`src/rtl/uart_cmd_pkg.sv`:
```
package uart_cmd_pkg;

  localparam int BYTE_W   = 8;
  localparam int CODE_W   = 5;
  localparam int LOCK_POS = 7;
  localparam int TXEN_POS = 6;
  localparam int RXEN_POS = 5;

  // command field values
  localparam logic [CODE_W-1:0] C_NOP        = 5'h00;
  localparam logic [CODE_W-1:0] C_RX_RST     = 5'h02;
  localparam logic [CODE_W-1:0] C_TX_RST     = 5'h03;
  localparam logic [CODE_W-1:0] C_ERR_CLR    = 5'h04;
  localparam logic [CODE_W-1:0] C_BRKCHG_CLR = 5'h05;
  localparam logic [CODE_W-1:0] C_BRK_START  = 5'h06;
  localparam logic [CODE_W-1:0] C_BRK_STOP   = 5'h07;
  localparam logic [CODE_W-1:0] C_RTS_ON     = 5'h08;
  localparam logic [CODE_W-1:0] C_RTS_OFF    = 5'h09;
  localparam logic [CODE_W-1:0] C_TO_ON      = 5'h0A;
  localparam logic [CODE_W-1:0] C_MRPTR_CLR  = 5'h0B;
  localparam logic [CODE_W-1:0] C_TO_OFF     = 5'h0C;
  localparam logic [CODE_W-1:0] C_ACC_LOAD   = 5'h0D;
  localparam logic [CODE_W-1:0] C_PD_ON      = 5'h0E;
  localparam logic [CODE_W-1:0] C_PD_OFF     = 5'h0F;
  localparam logic [CODE_W-1:0] C_XON        = 5'h10;
  localparam logic [CODE_W-1:0] C_XOFF       = 5'h11;
  localparam logic [CODE_W-1:0] C_CT_START   = 5'h12;
  localparam logic [CODE_W-1:0] C_CT_STOP    = 5'h13;
  localparam logic [CODE_W-1:0] C_TX_RESUME  = 5'h16;
  localparam logic [CODE_W-1:0] C_TX_PAUSE   = 5'h17;
  localparam logic [CODE_W-1:0] C_XCANCEL    = 5'h18;
  localparam logic [CODE_W-1:0] C_ADDR_CLR   = 5'h1B;
  localparam logic [CODE_W-1:0] C_ACC_READ   = 5'h1D;
  localparam logic [CODE_W-1:0] C_DEV_RST    = 5'h1F;

  // action vector layout: pulses first, then level set/clear requests
  localparam int A_RX_RST     = 0;
  localparam int A_TX_RST     = 1;
  localparam int A_ERR_CLR    = 2;
  localparam int A_BRKCHG_CLR = 3;
  localparam int A_BRK_START  = 4;
  localparam int A_BRK_STOP   = 5;
  localparam int A_MRPTR_CLR  = 6;
  localparam int A_XON        = 7;
  localparam int A_XOFF       = 8;
  localparam int A_CT_START   = 9;
  localparam int A_CT_STOP    = 10;
  localparam int A_TX_RESUME  = 11;
  localparam int A_TX_PAUSE   = 12;
  localparam int A_XCANCEL    = 13;
  localparam int A_ADDR_CLR   = 14;
  localparam int A_DEV_RST    = 15;
  localparam int NUM_PULSE    = 16;

  localparam int A_RTS_ON     = NUM_PULSE + 0;
  localparam int A_RTS_OFF    = NUM_PULSE + 1;
  localparam int A_TO_ON      = NUM_PULSE + 2;
  localparam int A_TO_OFF     = NUM_PULSE + 3;
  localparam int A_PD_ON      = NUM_PULSE + 4;
  localparam int A_PD_OFF     = NUM_PULSE + 5;
  localparam int A_ACC_LOAD   = NUM_PULSE + 6;
  localparam int A_ACC_READ   = NUM_PULSE + 7;
  localparam int NUM_LEVEL_ACT = 8;
  localparam int NUM_ACT      = NUM_PULSE + NUM_LEVEL_ACT;

  typedef logic [NUM_ACT-1:0]   act_vec_t;
  typedef logic [NUM_PULSE-1:0] pulse_vec_t;

  // codes that act on the whole device and live only in the first channel
  function automatic logic is_global_code(input logic [CODE_W-1:0] c);
    return (c == C_PD_ON) || (c == C_PD_OFF) || (c == C_DEV_RST);
  endfunction

endpackage

```
`src/rtl/cmd_field_decode.sv`:
```
module cmd_field_decode
  import uart_cmd_pkg::*;
#(
  parameter bit GATE_GLOBAL = 1'b1
) (
  input  logic              valid,
  input  logic [CODE_W-1:0] code,
  input  logic              first_chan,
  output act_vec_t          act
);

  logic allowed;

  generate
    if (GATE_GLOBAL) begin : g_gate
      assign allowed = valid && (first_chan || !is_global_code(code));
    end else begin : g_nogate
      assign allowed = valid;
    end
  endgenerate

  always_comb begin
    act = '0;
    if (allowed) begin
      case (code)
        C_RX_RST:     act[A_RX_RST]     = 1'b1;
        C_TX_RST:     act[A_TX_RST]     = 1'b1;
        C_ERR_CLR:    act[A_ERR_CLR]    = 1'b1;
        C_BRKCHG_CLR: act[A_BRKCHG_CLR] = 1'b1;
        C_BRK_START:  act[A_BRK_START]  = 1'b1;
        C_BRK_STOP:   act[A_BRK_STOP]   = 1'b1;
        C_RTS_ON:     act[A_RTS_ON]     = 1'b1;
        C_RTS_OFF:    act[A_RTS_OFF]    = 1'b1;
        C_TO_ON:      act[A_TO_ON]      = 1'b1;
        C_MRPTR_CLR:  act[A_MRPTR_CLR]  = 1'b1;
        C_TO_OFF:     act[A_TO_OFF]     = 1'b1;
        C_ACC_LOAD:   act[A_ACC_LOAD]   = 1'b1;
        C_PD_ON:      act[A_PD_ON]      = 1'b1;
        C_PD_OFF:     act[A_PD_OFF]     = 1'b1;
        C_XON:        act[A_XON]        = 1'b1;
        C_XOFF:       act[A_XOFF]       = 1'b1;
        C_CT_START:   act[A_CT_START]   = 1'b1;
        C_CT_STOP:    act[A_CT_STOP]    = 1'b1;
        C_TX_RESUME:  act[A_TX_RESUME]  = 1'b1;
        C_TX_PAUSE:   act[A_TX_PAUSE]   = 1'b1;
        C_XCANCEL:    act[A_XCANCEL]    = 1'b1;
        C_ADDR_CLR:   act[A_ADDR_CLR]   = 1'b1;
        C_ACC_READ:   act[A_ACC_READ]   = 1'b1;
        C_DEV_RST:    act[A_DEV_RST]    = 1'b1;
        default:      act = '0;  // no-op and reserved codes
      endcase
    end
  end

endmodule

```
`src/rtl/chan_enable_reg.sv`:
```
module chan_enable_reg (
  input  logic clk,
  input  logic rst_n,
  input  logic wr,
  input  logic unlock,
  input  logic tx_bit,
  input  logic rx_bit,
  output logic tx_en,
  output logic rx_en
);

  always_ff @(posedge clk or negedge rst_n) begin
    if (!rst_n) begin
      tx_en <= 1'b0;
      rx_en <= 1'b0;
    end else if (wr && unlock) begin
      tx_en <= tx_bit;
      rx_en <= rx_bit;
    end
  end


  locked_hold_chk: assert property (@(posedge clk) disable iff (!rst_n)
    (wr && !unlock) |=> ($stable(tx_en) && $stable(rx_en)));


  unlocked_load_chk: assert property (@(posedge clk) disable iff (!rst_n)
    (wr && unlock) |=> (tx_en == $past(tx_bit) && rx_en == $past(rx_bit)));

endmodule

```
`src/rtl/chan_mode_reg.sv`:
```
module chan_mode_reg (
  input  logic clk,
  input  logic rst_n,
  input  logic rts_on,
  input  logic rts_off,
  input  logic to_on,
  input  logic to_off,
  input  logic pd_on,
  input  logic pd_off,
  input  logic acc_load,
  input  logic acc_read,
  output logic rts_n,
  output logic rx_timeout_mode,
  output logic power_down,
  output logic err_on_load
);

  always_ff @(posedge clk or negedge rst_n) begin
    if (!rst_n) begin
      rts_n           <= 1'b1;
      rx_timeout_mode <= 1'b0;
      power_down      <= 1'b0;
      err_on_load     <= 1'b0;
    end else begin
      if (rts_on)        rts_n <= 1'b0;
      else if (rts_off)  rts_n <= 1'b1;
      if (to_on)         rx_timeout_mode <= 1'b1;
      else if (to_off)   rx_timeout_mode <= 1'b0;
      if (pd_on)         power_down <= 1'b1;
      else if (pd_off)   power_down <= 1'b0;
      if (acc_load)      err_on_load <= 1'b1;
      else if (acc_read) err_on_load <= 1'b0;
    end
  end


  rts_needs_cmd_chk: assert property (@(posedge clk) disable iff (!rst_n)
    !$stable(rts_n) |-> $past(rts_on || rts_off));


  acc_needs_cmd_chk: assert property (@(posedge clk) disable iff (!rst_n)
    !$stable(err_on_load) |-> $past(acc_load || acc_read));


  to_needs_cmd_chk: assert property (@(posedge clk) disable iff (!rst_n)
    !$stable(rx_timeout_mode) |-> $past(to_on || to_off));

endmodule

```
`src/rtl/uart_cmd_decoder.sv`:
```
module uart_cmd_decoder
  import uart_cmd_pkg::*;
(
  input  logic              clk,
  input  logic              rst_n,
  input  logic              cmd_wr,
  input  logic [BYTE_W-1:0] cmd_byte,
  input  logic              chan_first,
  output logic              tx_enable,
  output logic              rx_enable,
  output logic              rts_n,
  output logic              rx_timeout_mode,
  output logic              power_down,
  output logic              err_on_load,
  output logic              rx_reset_p,
  output logic              tx_reset_p,
  output logic              err_clear_p,
  output logic              brk_chg_clear_p,
  output logic              brk_start_p,
  output logic              brk_stop_p,
  output logic              mr_ptr_clear_p,
  output logic              xon_req_p,
  output logic              xoff_req_p,
  output logic              ct_start_p,
  output logic              ct_stop_p,
  output logic              tx_resume_p,
  output logic              tx_pause_p,
  output logic              xchar_cancel_p,
  output logic              addr_stat_clear_p,
  output logic              dev_reset_p
);

  act_vec_t   act;
  pulse_vec_t pulse_q;

  cmd_field_decode #(.GATE_GLOBAL(1'b1)) u_dec (
    .valid      (cmd_wr),
    .code       (cmd_byte[CODE_W-1:0]),
    .first_chan (chan_first),
    .act        (act)
  );

  chan_enable_reg u_en (
    .clk    (clk),
    .rst_n  (rst_n),
    .wr     (cmd_wr),
    .unlock (cmd_byte[LOCK_POS]),
    .tx_bit (cmd_byte[TXEN_POS]),
    .rx_bit (cmd_byte[RXEN_POS]),
    .tx_en  (tx_enable),
    .rx_en  (rx_enable)
  );

  chan_mode_reg u_mode (
    .clk             (clk),
    .rst_n           (rst_n),
    .rts_on          (act[A_RTS_ON]),
    .rts_off         (act[A_RTS_OFF]),
    .to_on           (act[A_TO_ON]),
    .to_off          (act[A_TO_OFF]),
    .pd_on           (act[A_PD_ON]),
    .pd_off          (act[A_PD_OFF]),
    .acc_load        (act[A_ACC_LOAD]),
    .acc_read        (act[A_ACC_READ]),
    .rts_n           (rts_n),
    .rx_timeout_mode (rx_timeout_mode),
    .power_down      (power_down),
    .err_on_load     (err_on_load)
  );

  // one flop per pulse; each clears itself the cycle after
  generate
    for (genvar i = 0; i < NUM_PULSE; i++) begin : g_pulse
      always_ff @(posedge clk or negedge rst_n) begin
        if (!rst_n) pulse_q[i] <= 1'b0;
        else        pulse_q[i] <= act[i];
      end
    end
  endgenerate

  assign rx_reset_p        = pulse_q[A_RX_RST];
  assign tx_reset_p        = pulse_q[A_TX_RST];
  assign err_clear_p       = pulse_q[A_ERR_CLR];
  assign brk_chg_clear_p   = pulse_q[A_BRKCHG_CLR];
  assign brk_start_p       = pulse_q[A_BRK_START];
  assign brk_stop_p        = pulse_q[A_BRK_STOP];
  assign mr_ptr_clear_p    = pulse_q[A_MRPTR_CLR];
  assign xon_req_p         = pulse_q[A_XON];
  assign xoff_req_p        = pulse_q[A_XOFF];
  assign ct_start_p        = pulse_q[A_CT_START];
  assign ct_stop_p         = pulse_q[A_CT_STOP];
  assign tx_resume_p       = pulse_q[A_TX_RESUME];
  assign tx_pause_p        = pulse_q[A_TX_PAUSE];
  assign xchar_cancel_p    = pulse_q[A_XCANCEL];
  assign addr_stat_clear_p = pulse_q[A_ADDR_CLR];
  assign dev_reset_p       = pulse_q[A_DEV_RST];


  pulse_after_write_chk: assert property (@(posedge clk) disable iff (!rst_n)
    (|pulse_q) |-> $past(cmd_wr));


  single_pulse_chk: assert property (@(posedge clk) disable iff (!rst_n)
    $onehot0(pulse_q));


  no_write_no_pulse_chk: assert property (@(posedge clk) disable iff (!rst_n)
    !cmd_wr |=> (pulse_q == '0));


  second_chan_no_reset_chk: assert property (@(posedge clk) disable iff (!rst_n)
    (cmd_wr && !chan_first) |=> !dev_reset_p);


  second_chan_pd_hold_chk: assert property (@(posedge clk) disable iff (!rst_n)
    (cmd_wr && !chan_first) |=> $stable(power_down));

endmodule

```
`config.mk`:
```
export PLATFORM = sky130hd
export DESIGN_NAME = uart_cmd_decoder
export DESIGN_NICKNAME = d
export VERILOG_FILES = /design/src/rtl/uart_cmd_pkg.sv /design/src/rtl/cmd_field_decode.sv /design/src/rtl/chan_enable_reg.sv /design/src/rtl/chan_mode_reg.sv /design/src/rtl/uart_cmd_decoder.sv
export SDC_FILE = /design/constraint.sdc
export NUM_CORES = 1
export LEC_CHECK = 0
export BUFFER_PORTS_ARGS = -buffer_cell sky130_fd_sc_hd__buf_2
export CORE_MARGIN = 2
export CORE_UTILIZATION = 45
export DETAILED_ROUTE_END_ITERATION = 16
export HOLD_SLACK_MARGIN = 0.12
export PLACE_DENSITY = 0.83
export SLEW_MARGIN = 10
export SYNTH_ARGS = -nofsm -noshare
export SYNTH_HDL_FRONTEND = slang
export SYNTH_HIERARCHICAL = 1
export SYNTH_SLANG_ARGS = --single-unit
export TNS_END_PERCENT = 30
```
`constraint.sdc`:
```
create_clock -name clk -period 0.9 [get_ports clk]
set_clock_uncertainty 0.05 [all_clocks]
set_input_delay 0.135 -clock clk [delete_from_list [all_inputs] [get_ports clk]]
set_output_delay 0.135 -clock clk [all_outputs]
set_load 0.03 [all_outputs]
```
Word level (Yosys, flattened, before mapping)

Cells that the tools add are included.

Word-level logic and storage cells: 89
Flip-flop bits (word level): 22
Input port bits: 12
Output and inout bits: 22

Equality and inequality tests: 24
Reduce and logical (&&, ||, !) cells: 10
Multiplexer cells: 33

Operators with widths:

| cell                                                 | number |
|---|---|
| equality test 5 bit (second input constant)          | 10 |
| equality test 5 x 4 -> 1 bit (second input constant) | 8 |
| 2-to-1 mux 1 bit                                     | 32 |
| 2-to-1 mux 24 bit                                    | 1 |
| equality test 5 x 3 -> 1 bit (second input constant) | 4 |
| equality test 5 x 2 -> 1 bit (second input constant) | 2 |
| nonzero test 2 bit                                   | 4 |
| logical OR 1 bit                                     | 3 |
| logical AND 1 bit                                    | 2 |
| zero test 1 bit                                      | 1 |

Depth between registers and ports, before layout

Gate-level depths: netlist of run 1.

Word-level depth: 9
Depth in mapped cells: 5
Gate-level depth less buffers: 4

Modules after synthesis

Netlist of run 1, hierarchy kept.

By module, submodules not included:

| module           | area each (um2) | cells an instance | seq. area each (um2) | instances |
|---|---|---|---|---|
| uart_cmd_decoder | 400.4           | 16                | 400.4                | 1 |
| cmd_field_decode | 214.0           | 39                | 0.0                  | 1 |
| chan_mode_reg    | 142.6           | 12                | 101.3                | 1 |
| chan_enable_reg  | 76.3            | 5                 | 50.0                 | 1 |

Worst setup path after synthesis of run 1

No wires, ideal clock.

Kind: register -> register
Start point: reg, netlist name u_en/rx_en
End point: reg u_en.rx_en
Stages on the path, launching flop included: 2
Data required time: 0.725 ns
Arrival: 0.758 ns
Clock period less this slack: 0.933 ns
Setup slack: -0.033 ns
Library setup time: 0.125 ns
Path buffers: 0
Path through: dfrtp_1 -> mux2_2

RTL lines:

| what                 | RTL line              | text |
|---|---|---|
| to (signal assigned) | chan_enable_reg.sv:18 | `rx_en <= rx_bit;` |
| to (decl)            | chan_enable_reg.sv:9  | `output logic rx_en` |

Final worst setup path of run 1

Start point: reg u_mode.rts_n
End point: out rts_n

RTL lines:

| what                   | RTL line               | text |
|---|---|---|
| from (decl)            | chan_mode_reg.sv:12    | `output logic rts_n,` |
| from (signal assigned) | chan_mode_reg.sv:20    | `rts_n <= 1'b1;` |
| from (signal assigned) | chan_mode_reg.sv:25    | `if (rts_on) rts_n <= 1'b0;` |
| from (signal assigned) | chan_mode_reg.sv:26    | `else if (rts_off) rts_n <= 1'b1;` |
| to (decl)              | uart_cmd_decoder.sv:11 | `output logic rts_n,` |

No word-level cell between the ends.

==> summary.md, run 1 <==
| Metric | Value |
|---|---|
| Worst Reg-to-Reg Cells | 1 |
| RSZ-0062 raised after global routing | yes |
| Critical path, cell by cell | buf_6 |
| Filler cells | 96 |
| FF-to-FF End | u_en/rx_en |
| Status | finished with violations |
| Detailed-placement wirelength estimate | 1.26 mm |
| Endpoint, Worst Hold | u_en/rx_en |
| Warnings, synthesis | 6 |
| DRC viols | 0 |
| Rel. slew slack | 69.4% |
| Antenna-violating nets left | 0 |
| Fmax | 0.850 GHz |
| I/O pin count | 34 |
| GRT Resource Usage Total | 19.7% |
| Share of layout cells above drive strength 1 | 44.4% |
| Startpoint of the worst register-to-register path | u_en/rx_en |
| Cell Pwr Density | 1730 nW/um^2 |
| CTS tree | built |
| Root Driver | clkbuf_4 |
| Initial DRC count | 15 |
| Die Y | 47.0 microns |
| Final core utilization | 78.0% |
| Least-Margin Pin Slew | 458 ps |
| Die width | 47.0 microns |
| Hold_buf cts | 3 |
| Buf/Inv on CP | 1 |
| Startpoint types | flip-flop |
| PortBufs | 33 |
| HP Class | input port to flip-flop |
| Slowest CP cell | dfstp_2 |
| Sequential area share after synthesis | 66.2% |
| Clock Path Buffers | 2 |
| Layout area overhead | 61.7% |
| Post-synth net total | 84 |
| Fin. max-slew vios | 0 |
| H-tree Lvls | 1 |
| Clock tree sinks | 22 |
| Clock Latency Late Sink | 290 ps |
| Final Hold Fails | 0 |
| Inserted Clock Buffers | 3 |
| Post-synth top area share | 63.1% |
| Diode count | 0 |
| First-pass GRT wire length | 2.95 mm |
| Nets@finish | 137 |
| Core area | 1730 sq um |
| Crit share post-route | 131% |
| # setup viols final | 22 |
| R2R Setup Slk | 40 ps |
| CP endpoint kind | output pin |
| Post-synth top flop | dfrtp_1 |
| Synth cell types | 18 |
| Tmin final | 1180 ps |
| Non-Filler Instances | 149 |
| Die Area | 2210 sq um |
| FF/Latch Area | 553 sq um |
| LEAKAGE | 0.000683 uW |
| Place WS | -151 ps |
| PnR Total Power | 2330 uW |
| CP required | 710 ps |
| Hold Path Depth | 2 |
| Number of synthesized register bits | 22 |
| Initial antenna violation count | 0 |
| Routed len/inst | 12.5 microns |
| Largest cells by area after synthesis | dfrtp_1 (63%), nor2_1 (11%), dfstp_2 (3.2%) |
| Cell taking the most area after synthesis | dfrtp_1 |
| Row Count | 15 |
| Vias per cell | 4.87 |
| Syn Area/Cell | 11.6 sq um |
| Worst Slack Setup Final | -277 ps |
| Worst Path Max Fanout | 2 |
| Cell Area, Synth | 833 sq um |
| Max-Cap Viols | 0 |
| Drt total wl | 1.87 mm |
| Clk slew on worst S/H paths | 130 ps |
| Via count | 725 |
| Starting Density | 48.3% |
| Vias in the first global route | 671 |
| Multi-input logic area | 267 sq um |
| Top cells by count, synth | nor2_1 (24), dfrtp_1 (21), a21o_1 (3), inv_1 (3), nand4b_1 (3) |
| GP Congestion | 0.769 |
| Worst VDD drop | 0.00121 V |
| Mapped Cells | 72 |
| CP max stage delay | 560 ps |
| Critical path class | flip-flop to output pin |
| Hold WS | 37.4 ps |
| Post-synth EDFFs | 0 |
| Largest net degree at the start of global routing | 23 |
| Drt pass-1 iters | 4 |
| Cell with the most instances after synthesis | nor2_1 |
| Top delay family on crit path | flip-flops |
| Aggregate global routing overflow | 0 |
| Cells after DPL | 141 |
| Hold_sp | cmd_byte[5] |
| Crit path DAT | 990 ps |
| Synth async-reset ratio | 100% |
| Violated checks | setup timing |
-- how the worst max path moves through the flow --
stage                       from           to  slack, ps  depth (start not counted)
floorplan             u_en/tx_en   u_en/tx_en        -30                          1
global placement     cmd_byte[3]  err_clear_p       -120                          3
detailed placement   cmd_byte[3]  err_clear_p       -150                          3
CTS                 u_mode/rts_n        rts_n       -270                          1
global route        u_mode/rts_n        rts_n       -310                          1
finish              u_mode/rts_n        rts_n       -280                          1
-- metrics by stage --
step | setup TNS [ps] | instance area [sq um]
2_1_floorplan | -32.6 | 835
3_3_place_gp | -578 | 1120
3_5_place_dp | -777 | 1120
4_1_cts | -2900 | 1350
5_1_grt | -3630 | 1350
6_report | -2910 | 1350
-- kinds of logic (layout without fill, tap and decap cells) --
group / count (synthesis) / in the layout / synth area share, %
flip-flops: 22 / 22 / 66.2
multiplexers: 2 / 2 / 2.70
AO/OA/AOI/OAI: 3 / 3 / 2.70
buffers and inverters: 4 / 56 / 1.80
AND/OR/NAND/NOR: 41 / 41 / 26.6
-- cells in the final DEF (no fill, tap or decap), drive strengths merged --
master and count:
or4b 1, bufinv 1, nor3b 1, nand4bb 2, nand3b 1, nand2b 2
dlymetal6s4s 1, nand3 1, nand2 2, dfrtp 21, nand4b 3, and4b 2
or2 1, dlygate4sd3 2, dfstp 1, mux2 2, a21o 3, nand4 1
buf 46, clkbuf 3, inv 3, nor2 24
-- what timing repair did --
| item | in CTS | in global routing |
|---|---|---|
| setup buffers | 1 | 0 |
| endpoints found under the hold margin | 27 | 1 |
| endpoints found under the setup margin | 22 | 23 |
| gates resized for setup | 44 | 1 |
-- cell type report --
class / instances / share of cell area (%)
Sequential cell: 22 / 41.0
Timing Repair Buffer: 49 / 32.1
Multi-Input combinational cell: 46 / 19.8
Tap cell: 25 / 2.32
Clock inverter: 1 / 2.23
Clock buffer: 3 / 1.67
Inverter: 3 / 0.836
-- power breakdown --
part / switching, uW / leakage, uW / internal (uW)
combinational: 254 / 0.000362 / 236
sequential: 41.6 / 0.000293 / 1060
clock: 294 / 0.0000279 / 450
total: 590 / 0.000683 / 1740
-- metal layers --
metal	GRT usage (%)	part of all wire (%)	vias to the layer above
met1	23.5	40	351
met5	0	0	-
li1	-	-	342
met3	4.23	5.7	2
met4	10.6	1.4	0
met2	33.2	52	30
No activity file was read; power rests on OpenSTA's default activity.
==> inputs of run 2 (changes only) <==
--- a/config.mk
+++ b/config.mk
@@ -11,6 +11,7 @@
 export DETAILED_ROUTE_END_ITERATION = 16
 export HOLD_SLACK_MARGIN = 0.12
 export PLACE_DENSITY = 0.83
+export SETUP_SLACK_MARGIN = 0.2
 export SLEW_MARGIN = 10
 export SYNTH_ARGS = -nofsm -noshare
 export SYNTH_HDL_FRONTEND = slang
==> run 2 against run 1 <==
The run ends with hold timing, setup timing left. Sequential cell count unchanged. Routed wire length grew 11%. Global-route usage grew 0.57 points. Combinational power is 2% higher. Sequential power is essentially flat. Total power grew 0.41%. Cell count fell by 3.4%. Final area decreased by 0.93%. Non-clock buffer count shrank 5. Clock power about the same. Critical path type unchanged. Largest cell class unchanged.
==> summary.md, run 2 (synthesized netlist as in run 1, its figures left out) <==
| Metric | Value |
|---|---|
| Clock Latency Late Sink | 300 ps (was 290 ps) |
| Vias in the first global route | 638 (was 671) |
| PortBufs | 33 (unchanged) |
| Startpoint types | flip-flop (unchanged) |
| Worst Reg-to-Reg Cells | 3 (was 1) |
| Inserted Clock Buffers | 3 (unchanged) |
| Buf/Inv on CP | 1 (unchanged) |
| Critical path class | flip-flop to output pin (unchanged) |
| Share of layout cells above drive strength 1 | 47.9% (was 44.4%) |
| RSZ-0062 raised after global routing | yes (unchanged) |
| Fin. max-slew vios | 0 (unchanged) |
| GP Congestion | 0.840 (was 0.769) |
| Place WS | -170 ps (was -151 ps) |
| Die width | 47.0 microns (unchanged) |
| Final TNS setup | -3040 ps (was -2910 ps) |
| Status | finished with violations (unchanged) |
| Crit path DAT | 980 ps (was 990 ps) |
| Via count | 716 (was 725) |
| Nets@finish | 132 (was 137) |
| LEAKAGE | 0.000669 uW (was 0.000683 uW) |
| HP Class | input port to asynchronous set/reset pin (was input port to flip-flop) |
| First-pass GRT wire length | 3.01 mm (was 2.95 mm) |
| Largest net degree at the start of global routing | 23 (unchanged) |
| Aggregate global routing overflow | 0 (unchanged) |
| Max-Cap Viols | 0 (unchanged) |
| Routed len/inst | 14.4 microns (was 12.5 microns) |
| Clock Path Buffers | 2 (unchanged) |
| Core area | 1730 sq um (unchanged) |
| Antenna-violating nets left | 0 (unchanged) |
| Top Usage Layer GRT | met2 (unchanged) |
| Crit share post-route | 130% (was 131%) |
| Top delay family on crit path | flip-flops (unchanged) |
| Fmax | 0.857 GHz (was 0.850 GHz) |
| Clk pwr share | 31.7% (was 31.9%) |
| Vias per cell | 4.97 (was 4.87) |
| Worst Slack Setup Final | -266 ps (was -277 ps) |
| Hold WS | -288 ps (was 37.4 ps) |
| # setup viols final | 23 (was 22) |
| Combinational power share | 21.3% (was 21.0%) |
| Net Switching | 591 uW (was 590 uW) |
| Worst VDD drop | 0.00114 V (was 0.00121 V) |
| Root Driver | clkbuf_4 (unchanged) |
| CP endpoint kind | output pin (unchanged) |
| DRC viols | 0 (unchanged) |
| GRT Resource Usage Total | 20.3% (was 19.7%) |
| Critical path, cell by cell | buf_6 (unchanged) |
| Die Area | 2210 sq um (unchanged) |
| Layout area overhead | 60.2% (was 61.7%) |
| GR Layer Usage met1 | 23.3% (was 23.5%) |
| Die Y | 47.0 microns (unchanged) |
| Met2 usage | 37.0% (was 33.2%) |
| Starting Density | 48.3% (unchanged) |
| Row Count | 15 (unchanged) |
| Most frequent cells in the layout | buf_6 (24), nor2_1 (23), dfrtp_1 (19), buf_4 (12), buf_2 (8) (was nor2_1 (24), buf_6 (22), dfrtp_1 (20), buf_4 (13), buf_2 (11)) |
| Detailed-placement wirelength estimate | 1.21 mm (was 1.26 mm) |
| Worst Path Max Fanout | 2 (unchanged) |
| Drt pass-1 iters | 4 (unchanged) |
| Least-Margin Pin Slew | 478 ps (was 458 ps) |
| I/O pin count | 34 (unchanged) |
| Clk slew on worst S/H paths | 120 ps (was 130 ps) |
| Initial antenna violation count | 0 (unchanged) |
| GR Util met3 | 2.31% (was 4.23%) |
| Slowest CP cell | dfstp_2 (unchanged) |
| Tmin final | 1170 ps (was 1180 ps) |
| Violated checks | hold timing, setup timing (was setup timing) |
| Rel. slew slack | 68.1% (was 69.4%) |
| Commonest non-fill, non-tap cell in the layout | buf_6 (was nor2_1) |
| PnR Total Power | 2340 uW (was 2330 uW) |
| Drt total wl | 2.07 mm (was 1.87 mm) |
| Final Hold Fails | 21 (was 0) |
| Initial DRC count | 12 (was 15) |
| CTS tree | built (unchanged) |
| H-tree Lvls | 1 (unchanged) |
| Diode count | 0 (unchanged) |
| Power Internal | 1750 uW (was 1740 uW) |
| Worst path depth | 1 (unchanged) |
| Switching Fraction | 25.3% (about the same) |
| CP required | 710 ps (about the same) |
| CP max stage delay | 560 ps (about the same) |
| Clock tree sinks | 22 (unchanged) |
| Reg power frac | 47.0% (was 47.1%) |
| Cell Pwr Density | 1750 nW/um^2 (was 1730 nW/um^2) |
run 2: changes by cell type in the layout (fill, tap and decap cells not counted), moves of 2 or more:
cell | before | now
buf_2 | 11 | 8
buf_6 | 22 | 24
dlygate4sd3_1 | 2 | 0
mux2_2 | 2 | 0
mux2_4 | 0 | 2
run 2: final cells by class:
cell class	count	area [sq um]
Clock inverter	1	30.0
Tap cell	25	31.3
Fill cell	99	392
Sequential cell	22	554
Timing Repair Buffer	44	400
Inverter	3	11.3
Clock buffer	3	22.5
Multi-Input combinational cell	46	285
run 2: metrics by stage:
step / util (%) / area (sq um) / instances
after floorplan: - / 847 / 72
after global placement: 64.1 / 1110 / 138
after detailed placement: 64.1 / 1110 / 138
after CTS: 76.4 / 1320 / 143
after global routing: 77.3 / 1340 / 144
final: 77.3 / 1340 / 144
run 2: path summary, 6_finish.rpt:
path / end / slack, ps / startpoint
worst max-delay path: rts_n / -270 / u_mode/rts_n
worst min-delay path: xoff_req_p / -290 / rst_n
worst max register to register: u_mode/power_down / -40 / u_mode/power_down
worst min register to register: u_mode/rts_n / 470 / u_mode/rts_n
max in group asynchronous: u_en/tx_en / 730 / rst_n
min in group clk: u_en/tx_en / 10 / cmd_byte[6]
run 2: power groups by stage:
stage,sequential [uW],combinational [uW],clock (uW)
3_3_place_gp,1100,381,0
4_1_cts,1100,479,752
3_5_place_dp,1100,387,0
2_1_floorplan,1230,94.7,0
5_1_grt,1110,526,818
6_report,1100,498,743
run 2: timing repair:
| item | in CTS | in global routing |
|---|---|---|
| gates resized for setup | 48 | 4 |
| endpoints found under the setup margin | 30 | 30 |
| endpoints found under the hold margin | 29 | 29 |
| setup buffers | 1 | 1 |
| pin swaps | 4 | 4 |
run 2: metal layers:
metal / vias up / wire length [microns]
met5: - / 0
met2: 28 / 1130
li1: 335 / -
met3: 4 / 72
met4: 0 / 29
met1: 349 / 838
==> inputs of run 3 (changes only) <==
--- a/config.mk
+++ b/config.mk
@@ -5,12 +5,13 @@
 export SDC_FILE = /design/constraint.sdc
 export NUM_CORES = 1
 export LEC_CHECK = 0
+export ABC_AREA = 1
 export BUFFER_PORTS_ARGS = -buffer_cell sky130_fd_sc_hd__buf_2
 export CORE_MARGIN = 2
-export CORE_UTILIZATION = 45
+export CORE_UTILIZATION = 47
 export DETAILED_ROUTE_END_ITERATION = 16
 export HOLD_SLACK_MARGIN = 0.12
-export PLACE_DENSITY = 0.83
+export PLACE_DENSITY = 0.84
 export SETUP_SLACK_MARGIN = 0.2
 export SLEW_MARGIN = 10
 export SYNTH_ARGS = -nofsm -noshare
==> constraint.sdc (replaced) <==
create_clock -name clk -period 1.1 [get_ports clk]
set_clock_uncertainty 0.05 [all_clocks]
set_input_delay 0.165 -clock clk [delete_from_list [all_inputs] [get_ports clk]]
set_output_delay 0.165 -clock clk [all_outputs]
set_load 0.03 [all_outputs]
==> run 3 against run 2 <==
The run ends with setup timing left. Cell count up 40%. Routed wire length up 31%. Sequential share of layout area down 6.7 points. Non-clock buffer count up 13. Count of clock-buffer cells in the layout unchanged. Total power down 14%. Critical path type unchanged.
==> summary.md, run 3 <==
| Metric | Value |
|---|---|
| Status | finished with violations (unchanged) |
| Violated checks | setup timing (was hold timing, setup timing) |
| Hold_sp | cmd_wr |
| Max-Cap Viols | 0 (unchanged) |
| Fmax | 0.833 GHz |
| Largest net degree at the start of global routing | 23 (unchanged) |
| Clock Path Buffers | 2 (unchanged) |
| Critical path, cell by cell | buf_6 (unchanged) |
| Detailed-placement wirelength estimate | 1.51 mm (was 1.21 mm) |
| Final instance area | 1580 sq um (was 1340 sq um) |
| Slowest CP cell | dfstp_2 (unchanged) |
| Initial antenna violation count | 0 (unchanged) |
| CP endpoint kind | output pin (unchanged) |
| Vias in the first global route | 921 (was 638) |
| Die Y | 49.3 microns (was 47.0 microns) |
| Largest cells by area after synthesis | dfrtp_1 (55%), nor2_1 (12%), nand3_1 (11%) (was dfrtp_1 (63%), nor2_1 (11%), dfstp_2 (3.2%)) |
| Inserted Clock Buffers | 3 (unchanged) |
| CP required | 880 ps (was 710 ps) |
| Worst VDD drop | 0.00109 V (was 0.00114 V) |
| Most frequent cells in the layout | nor2_1 (27), buf_6 (23), nand3_1 (22), dfrtp_1 (21), inv_1 (16) (was buf_6 (24), nor2_1 (23), dfrtp_1 (19), buf_4 (12), buf_2 (8)) |
| Buf/Inv on CP | 1 (unchanged) |
| Startpoint of the worst register-to-register path | u_en/rx_en (was u_mode/power_down) |
| Mapped Cells | 117 (was 72) |
| HP Class | input port to flip-flop (was input port to asynchronous set/reset pin) |
| Crit path DAT | 990 ps (was 980 ps) |
| Least-Margin Pin Slew | 473 ps (was 478 ps) |
| GP Congestion | 0.946 (was 0.840) |
| Post-synth top flop | dfrtp_1 (unchanged) |
| Root Driver | clkbuf_4 (unchanged) |
| LEAKAGE | 0.000819 uW (was 0.000669 uW) |
| Core area | 1940 sq um (was 1730 sq um) |
| Top cells by count, synth | nor2_1 (31), nand3_1 (22), dfrtp_1 (21) (was nor2_1 (24), dfrtp_1 (21), a21o_1 (3), inv_1 (3), nand4b_1 (3)) |
| Clk slew on worst S/H paths | 120 ps (about the same) |
| Cell with the most instances after synthesis | nor2_1 (unchanged) |
| Drt total wl | 2.70 mm (was 2.07 mm) |
| Layout area overhead | 64.4% (was 60.2%) |
| Post-synth top area share | 54.5% (was 63.1%) |
| I/O pin count | 34 (unchanged) |
| Post-synth net total | 129 (was 84) |
| Antenna-violating nets left | 0 (unchanged) |
| Initial DRC count | 26 (was 12) |
| Routed len/inst | 13.4 microns (was 14.4 microns) |
| Crit share post-route | 109% |
| Clock tree sinks | 22 (unchanged) |
| Starting Density | 49.6% (was 48.3%) |
| Startpoint types | flip-flop (unchanged) |
| Row Count | 16 (was 15) |
| Top delay family on crit path | flip-flops (unchanged) |
| Syn Area/Cell | 8.23 sq um (was 11.6 sq um) |
| Tmin final | 1200 ps |
| Via count | 986 (was 716) |
| Drt pass-1 iters | 4 (unchanged) |
| Final Hold Fails | 0 (was 21) |
| DRC viols | 0 (unchanged) |
| Critical path class | flip-flop to output pin (unchanged) |
| Worst Slack Setup Final | -100 ps (was -266 ps) |
| Die width | 49.3 microns (was 47.0 microns) |
| Post-synth EDFFs | 0 (unchanged) |
| Diode count | 0 (unchanged) |
| Cell Pwr Density | 1280 nW/um^2 (was 1750 nW/um^2) |
| Clock Latency Late Sink | 300 ps (about the same) |
| CP max stage delay | 560 ps (about the same) |
| Nets@finish | 187 (was 132) |
| Placed Area | 1270 sq um (was 1110 sq um) |
| Critical Path Start | u_mode/rts_n (unchanged) |
| Vias per cell | 4.91 (was 4.97) |
| First-pass GRT wire length | 4.15 mm (was 3.01 mm) |
| # setup viols final | 1 (was 23) |
| Final core utilization | 81.6% (was 77.3%) |
| Rel. slew slack | 68.5% (was 68.1%) |
| Cell taking the most area after synthesis | dfrtp_1 (unchanged) |
| Sequential area share after synthesis | 57.3% (was 66.2%) |
| GRT Resource Usage Total | 22.2% (was 20.3%) |
| Die Area | 2430 sq um (was 2210 sq um) |
| Commonest non-fill, non-tap cell in the layout | nor2_1 (was buf_6) |
| RSZ-0062 raised after global routing | yes (unchanged) |
| CTS tree | built (unchanged) |
| PortBufs | 33 (unchanged) |
| Synth cell types | 11 (was 18) |
| Warnings, synthesis | 6 (unchanged) |
| Cell Area, Synth | 963 sq um (was 833 sq um) |
| Aggregate global routing overflow | 0 (unchanged) |
| Filler cells | 110 (was 99) |
| H-tree Lvls | 1 (unchanged) |
| Worst Path Max Fanout | 2 (unchanged) |
| Synth async-reset ratio | 100% (unchanged) |
| Number of synthesized register bits | 22 (unchanged) |
| Share of layout cells above drive strength 1 | 38.5% (was 47.9%) |
| Fin. max-slew vios | 0 (unchanged) |
==> run 3: repair_timing <==
item / CTS / global route
pin swaps: 0 / 2
endpoints found under the hold margin: 25 / 0
gates resized for setup: 45 / 8
cloned: 0 / 0
hold buffers: 7 / 0
setup buffers: 1 / 2
endpoints found under the setup margin: 23 / 37
==> run 3: final timing paths <==
kind | end | slack [ps] | depth (start not counted)
hold / removal | addr_stat_clear_p | 180 | 3
setup / recovery | rts_n | -100 | 1
hold reg to reg | u_mode/power_down | 470 | 2
setup reg to reg | u_en/rx_en | 220 | 4
max in group asynchronous | u_mode/rts_n | 370 | 2
min in group asynchronous | xon_req_p | 280 | 2
==> run 3: cell type report <==
type                    instances  area, sq um  area share (%)
clock buffers                   3         22.5            1.42
clock inverters                 1         30.0            1.90
inverters                      17         63.8            4.03
multi-input cells              74          363            22.9
flip-flops and latches         22          552            34.8
well taps                      27         33.8            2.13
repair buffers                 57          519            32.8
==> run 3: per-stage QoR <==
step	setup WS, ps	power, uW	hold WS, ps	std cells	setup TNS, ps
after global placement	-62.2	1260	84.2	187	-855
after floorplan	115	1120	-181	117	0
after global routing	-136	2110	176	201	-329
final	-100	2020	182	201	-100
after CTS	-103	1970	150	199	-103
after detailed placement	-98.6	1280	89.3	187	-1420
==> run 3: where the power goes <==
part           switching [uW]  internal, uW  total (uW)  leakage [uW]
logic                     278           225         503      0.000496
clock network             250           368         618     0.0000279
registers                35.9           865         901      0.000294
total                     564          1460        2020      0.000819
==> run 3: cell families (layout without fill, tap and decap cells) <==
family,count (synthesis),after routing,synth area share (%)
flip-flops,22,22,57.3
buffers and inverters,21,78,9.74
AND/OR/NAND/NOR,74,74,33.0
==> run 3: metal layers <==
layer	vias up	GRT usage, %	share of wire [%]
li1	473	-	-
met1	465	25.7	39
met5	-	0	0
met4	0	8.10	0.70
met3	4	3.68	5.3
met2	44	40.8	55
